<file path="src/rtl/pdiv_pkg.sv">
package pdiv_pkg;
  localparam int CNT_W = 8;
  localparam int LEN_W = CNT_W + 1;

  typedef struct packed {
    logic             bypass;
    logic             odd;
    logic [CNT_W-1:0] high;
    logic [CNT_W-1:0] low;
  } pdiv_cfg_t;

  function automatic logic [LEN_W-1:0] pdiv_len(input logic [CNT_W-1:0] v);
    return (v == '0) ? LEN_W'(1) << CNT_W : LEN_W'(v);
  endfunction
endpackage

</file>
<file path="src/rtl/pdiv_cfg_shadow.sv">
module pdiv_cfg_shadow
  import pdiv_pkg::*;
#(
  parameter logic [CNT_W-1:0] RST_HIGH = 1,
  parameter logic [CNT_W-1:0] RST_LOW  = 1
) (
  input  logic      clk,
  input  logic      rst,
  input  logic      load,
  input  pdiv_cfg_t cfg_in,
  input  logic      boundary,
  output pdiv_cfg_t active
);
  localparam pdiv_cfg_t RST_CFG = '{bypass: 1'b0, odd: 1'b0, high: RST_HIGH, low: RST_LOW};

  pdiv_cfg_t shadow;
  logic      pending;

  always_ff @(posedge clk) begin
    if (rst) begin
      shadow  <= RST_CFG;
      pending <= 1'b0;
      active  <= RST_CFG;
    end else begin
      if (load) begin
        shadow  <= cfg_in;
        pending <= 1'b1;
      end else if (boundary && pending) begin
        pending <= 1'b0;
      end
      if (boundary && pending) active <= shadow;
    end
  end

  AST_ACTIVE_HELD_MIDPERIOD: assert property (@(posedge clk) disable iff (rst)
    !$past(boundary) |-> $stable(active));
endmodule

</file>
<file path="src/rtl/pdiv_phase_ctr.sv">
module pdiv_phase_ctr
  import pdiv_pkg::*;
(
  input  logic             clk,
  input  logic             rst,
  input  logic [LEN_W-1:0] high_len,
  input  logic [LEN_W-1:0] low_len,
  output logic             q_rise,
  output logic             last_high,
  output logic             boundary
);
  logic             fresh;
  logic             in_high;
  logic [CNT_W-1:0] cnt;
  logic             high_done;
  logic             low_done;

  always_comb begin
    high_done = (LEN_W'(cnt) == high_len - LEN_W'(1));
    low_done  = (LEN_W'(cnt) == low_len - LEN_W'(1));
    last_high = in_high && high_done;
    boundary  = !rst && (fresh || (!in_high && low_done));
  end

  always_ff @(posedge clk) begin
    if (rst) begin
      fresh   <= 1'b1;
      in_high <= 1'b0;
      cnt     <= '0;
      q_rise  <= 1'b0;
    end else begin
      fresh <= 1'b0;
      if (boundary) begin
        in_high <= 1'b1;
        q_rise  <= 1'b1;
        cnt     <= '0;
      end else if (in_high && high_done) begin
        in_high <= 1'b0;
        q_rise  <= 1'b0;
        cnt     <= '0;
      end else begin
        cnt <= cnt + CNT_W'(1);
      end
    end
  end

  AST_CNT_IN_RANGE: assert property (@(posedge clk) disable iff (rst)
    LEN_W'(cnt) < (in_high ? high_len : low_len));
  AST_MIN_HIGH: assert property (@(posedge clk) disable iff (rst)
    ($rose(q_rise) && high_len != LEN_W'(1)) |=> q_rise);
endmodule

</file>
<file path="src/rtl/pdiv_half_shift.sv">
module pdiv_half_shift (
  input  logic clk,
  input  logic rst,
  input  logic q_rise,
  input  logic last_high,
  input  logic odd,
  output logic q_out
);
  logic kill_fall;

  always_ff @(negedge clk) begin
    if (rst) kill_fall <= 1'b0;
    else     kill_fall <= last_high && odd;
  end

  assign q_out = q_rise && !kill_fall;

  AST_KILL_ONLY_ODD: assert property (@(negedge clk) disable iff (rst)
    kill_fall |-> odd);
endmodule

</file>
<file path="src/rtl/pdiv_clk_divider.sv">
module pdiv_clk_divider
  import pdiv_pkg::*;
#(
  parameter logic [CNT_W-1:0] RST_HIGH = 1,
  parameter logic [CNT_W-1:0] RST_LOW  = 1
) (
  input  logic             clk,
  input  logic             rst,
  input  logic             cfg_load,
  input  logic [CNT_W-1:0] cfg_high,
  input  logic [CNT_W-1:0] cfg_low,
  input  logic             cfg_bypass,
  input  logic             cfg_odd,
  output logic             clk_out
);
  pdiv_cfg_t        cfg_in;
  pdiv_cfg_t        active;
  logic             boundary;
  logic             q_rise;
  logic             last_high;
  logic             q_div;
  logic [LEN_W-1:0] high_len;
  logic [LEN_W-1:0] low_len;

  assign cfg_in   = '{bypass: cfg_bypass, odd: cfg_odd, high: cfg_high, low: cfg_low};
  assign high_len = pdiv_len(active.high);
  assign low_len  = pdiv_len(active.low);

  pdiv_cfg_shadow #(.RST_HIGH(RST_HIGH), .RST_LOW(RST_LOW)) u_shadow (
    .clk(clk), .rst(rst), .load(cfg_load), .cfg_in(cfg_in),
    .boundary(boundary), .active(active)
  );

  pdiv_phase_ctr u_ctr (
    .clk(clk), .rst(rst), .high_len(high_len), .low_len(low_len),
    .q_rise(q_rise), .last_high(last_high), .boundary(boundary)
  );

  pdiv_half_shift u_shift (
    .clk(clk), .rst(rst), .q_rise(q_rise), .last_high(last_high),
    .odd(active.odd), .q_out(q_div)
  );

  assign clk_out = active.bypass ? clk : q_div;

  AST_RESET_LOW: assert property (@(posedge clk)
    $past(rst) && rst |-> !q_div);
endmodule

</file>
<file path="config.mk">
export PLATFORM = sky130hd
export DESIGN_NAME = pdiv_clk_divider
export DESIGN_NICKNAME = d
export VERILOG_FILES = /design/src/rtl/pdiv_pkg.sv /design/src/rtl/pdiv_cfg_shadow.sv /design/src/rtl/pdiv_phase_ctr.sv /design/src/rtl/pdiv_half_shift.sv /design/src/rtl/pdiv_clk_divider.sv
export SDC_FILE = /design/constraint.sdc
export NUM_CORES = 1
export LEC_CHECK = 0
export BUFFER_PORTS_ARGS = -buffer_cell sky130_fd_sc_hd__buf_2
export CAP_MARGIN = 40
export CORE_MARGIN = 2
export CORE_UTILIZATION = 42
export CTS_CLUSTER_SIZE = 28
export DETAILED_ROUTE_END_ITERATION = 10
export SETUP_SLACK_MARGIN = 0.3
export SLEW_MARGIN = 10
export SYNTH_ARGS = -nofsm -noshare
export SYNTH_HDL_FRONTEND = slang
export SYNTH_SLANG_ARGS = --single-unit
</file>
<file path="constraint.sdc">
create_clock -name clk -period 5.72 [get_ports clk]
set_clock_uncertainty 0.15 [all_clocks]
set_input_delay 1.144 -clock clk [delete_from_list [all_inputs] [get_ports clk]]
set_output_delay 1.144 -clock clk [all_outputs]
set_load 0.05 [all_outputs]
</file>
==> results.md <==
| Step | Metric | This run |
|---|---|---|
| finish | Number of nets at the end of the flow | 341 |
| power and ir drop | Leakage component of the power | 1.13 nW |
| die | Floorplan die height | 84.8 um |
| cts | Hold_buf cts | 0 |
| cts | Insertion delay to the later sink of the worst-skew pair | 410 ps |
| critical path | Startpoint of the worst-slack reg-to-reg timing path | u_shadow.active[8]$_SDFFE_PP1P_ |
| cts | Number of post-CTS setup repair buffers | 0 |
| critical path | Endpoint class of the critical path | output port |
| synth | Instance count of the mapped netlist | 311 |
| power and ir drop | Sequential Power Share | 43.2% |
| critical path | Capture point of the critical path | clk_out |
| critical path | R2R Setup Slk | 560 ps |
| synth | Most numerous cell types in the synthesized netlist | sky130_fd_sc_hd__dfxtp_1 (48), sky130_fd_sc_hd__nor2_1 (27), sky130_fd_sc_hd__mux2i_1 (19) |
| cts | Clk pin slew, worst setup/hold paths | 90 ps |
| route | Number of search-and-repair iterations in the first detailed-routing pass | 4 |
| grt | Wire length of the first global-routing pass | 10,500 um |
| die | Horizontal extent of the die | 84.8 um |
| die | Number of top-level pins | 22 |
| synth | Synthesized area divided by synthesized cell count | 8.82 um2 |
| power and ir drop | Cell-internal power | 0.000589 W |
| synth | Area leader, netlist | sky130_fd_sc_hd__dfxtp_1 |
| critical path | Depth of the most critical reg-to-reg path | 8 |
| synth | Flops & latches, synth | 48 |
| sta | Final slew viol count | 0 |
| synth | Post-synth net total | 337 |
| critical path | Worst Path Max Fanout | 1 |
| place | I/O Buffers | 21 |
| route | Drt total wl | 6150 um |
| run | Number of maximum-capacitance constraint violations | 0 |
| route | Total number of vias | 2,328 |
| critical path | Timing startpoint of the critical path | u_shift.kill_fall$_SDFF_NP0_ |
| power and ir drop | Max VDD drop | 183 uV |
| grt | Initial antenna violation count | 0 |
| synth | Cell area after synthesis | 2740 um2 |
| critical path | Data required time of the critical path | 4430 ps |
| die | Die area | 7190 um2 |
| power and ir drop | Net switching fraction of the power | 33.5% |
| critical path | WP data arrival | 4070 ps |
| sta | Number of hold-slack violations in the final timing report | 0 |
| grt | All-Layer GR Usage | 18.5% |
| sta | Measured slew at the worst slew-check pin | 544 ps |
| hold path | Path type of the worst min-delay path | flop to flop |
| die | Floorplan core area | 6350 um2 |
| route | DRC violations left | 0 |
| grt | Congestion Overflow GR | 0 |
| critical path | Startpoint-to-endpoint class of the critical path | flop to output port |
| power and ir drop | Switch Pwr | 0.000297 W |
| synth | Number of library cell types mapped by synthesis | 52 |
| critical path | Reg-to-reg endpoint | u_shift.kill_fall$_SDFF_NP0_ |
| route | 1st-iter DRT viols | 118 |
| synth | Area share of the largest cell type after synthesis | 35.0% |
| power and ir drop | Clock Power Share | 32.0% |
| critical path | Startpoint Class | flop |
| synth | Post-synth top flop | sky130_fd_sc_hd__dfxtp_1 |
| sta | Count of final setup violators | 0 |
| cts | TritonCTS clock tree | done |
| place | Total half-perimeter wirelength after legalization and detailed placement | 4080 um |
| place | Routability congestion estimate from global placement | 0.801 |
| synth | Asr flop ratio synth | 0% |
| grt | Maximum number of pins on one net before global-route repair | 45 |
| hold path | Worst hold path startpoint | u_shadow.shadow[8]$_SDFFE_PP1P_ |
| sta | RSZ-0062 raised after global routing | false |
| sta | Post-Route Setup TNS | 0 ps |
| status | Status | complete, no violations |
| finish | Synthesis-to-finish area growth | 9.22% |
| synth | Number of flops mapped to enable cells by yosys | 0 |
| sta | Normalized max-slew margin | 63.7% |
| grt | Number of global-route vias before repair | 2,181 |
| power and ir drop | Power density relative to cell area | 296 nW/um2 |
| route | Routed len/inst | 15.7 um |
| die | Core Rows | 29 |
| route | Final ANT Viol Nets | 0 |
| power and ir drop | Relative contribution of combinational cells to total power | 24.8% |
| power and ir drop | Total power consumption of the routed design | 0.000886 W |
| route | Vias per inst | 5.92 |
| die | Initial core utilization | 43.2% |
| synth | Post-synthesis sequential area ratio | 35.0% |
| cts | Post-cts gate resize count | 0 |
| synth | Largest cells by area after synthesis | sky130_fd_sc_hd__dfxtp_1 (35%), sky130_fd_sc_hd__mux2i_1 (6.9%), sky130_fd_sc_hd__xor2_1 (4.8%) |
| finish | Fraction of final layout cells with drive strength greater than 1 | 16.1% |
| synth | Most frequent cell after synthesis | sky130_fd_sc_hd__dfxtp_1 |
| finish | Final antenna diode count | 0 |
| synth | Yosys synthesis warning count | 0 |
[state kept, by name (all words and copies together), names as in the netlist]
register	count
u_shadow.active	18
u_shadow.shadow	18
u_ctr.cnt	8
u_ctr.fresh	1
u_ctr.in_high	1
u_shadow.pending	1
u_shift.kill_fall	1
[cell type report]
cell class,instances,area [um2]
fill,594,3350
multi-input combinational,221,1610
sequential,48,962
clock buffer,10,131
timing repair buffer,26,145
clock inverter,3,17.5
inverter,8,30.0
tap,77,96.3
[worst max-delay path, cell delays in order (launching register included)]
cell and delay, ps:
sky130_fd_sc_hd__dfxtp_2 300, sky130_fd_sc_hd__o31ai_2 170, sky130_fd_sc_hd__clkbuf_4 270
[worst min-delay path by stage]
stage                                           end  cells after the start  slack, ps
finish              u_shadow.shadow[8]$_SDFFE_PP1P_                      2        350
global route        u_shadow.shadow[0]$_SDFFE_PP1P_                      2        400
CTS                 u_shadow.shadow[8]$_SDFFE_PP1P_                      2        360
detailed placement  u_shadow.shadow[8]$_SDFFE_PP1P_                      2        330
global placement    u_shadow.shadow[8]$_SDFFE_PP1P_                      2        310
floorplan           u_shadow.shadow[0]$_SDFFE_PP1P_                      2        290
[per-stage QoR]
| stage | util [%] | hold WS [ps] | std cells | setup WS, ps | cell area [um2] |
|---|---|---|---|---|---|
| after floorplan | - | 292 | 311 | 537 | 2750 |
| after global placement | 44.8 | 307 | 381 | 585 | 2850 |
| after detailed placement | 44.9 | 331 | 382 | 542 | 2850 |
| after CTS | 47.1 | 360 | 393 | 321 | 2990 |
| after global routing | 47.2 | 403 | 393 | 308 | 3000 |
| final | 47.2 | 355 | 393 | 356 | 3000 |
[cell usage in the layout (no fill, tap or decap), drive strengths merged, types with 2 or more instances in the layout]
master   synthesis  layout
a2111oi          3       3
a21oi            3       3
a221oi           2       2
a31oi            9       9
a32oi            7       7
buf             15      26
clkbuf          18      10
dfxtp           48      48
ha               5       5
inv              9      10
mux2i           19      19
nand2           18      18
nand2b           2       2
nand3           13      13
nand4           15      15
nor2            27      27
nor3             5       5
nor3b           12      12
nor4            10      10
nor4b            2       2
o211ai          12      12
o21ai            2       2
o311ai          10      10
xnor2           12      12
xor2            15      15
[per-layer routing]
layer | wire (um) | part of all wire [%] | track usage [%]
met1 | 2970 | 48 | 24.6
met2 | 2860 | 46 | 27.6
met3 | 214 | 3.5 | 4.77
met4 | 114 | 1.9 | 9.67
met5 | 0 | 0 | 0
[power groups by stage]
stage          combinational, W  clock (W)  sequential (W)
6_report               0.000220   0.000284        0.000383
5_1_grt                0.000242   0.000310        0.000387
4_1_cts                0.000221   0.000290        0.000382
3_5_place_dp           0.000220  0.0000118        0.000390
3_3_place_gp           0.000215  0.0000118        0.000389
2_1_floorplan          0.000189  0.0000104        0.000377
[logic make-up after synthesis]
logic type      Yosys count  share of synthesized area (%)
flops                    48                           35.0
buf+inv                  42                           6.66
xor+xnor                 27                           8.62
simple gates            110                           22.1
compound gates           60                           18.3
mux                      19                           6.93
fa+ha+maj                 5                           2.28
(Power assumes the default switching activity.)
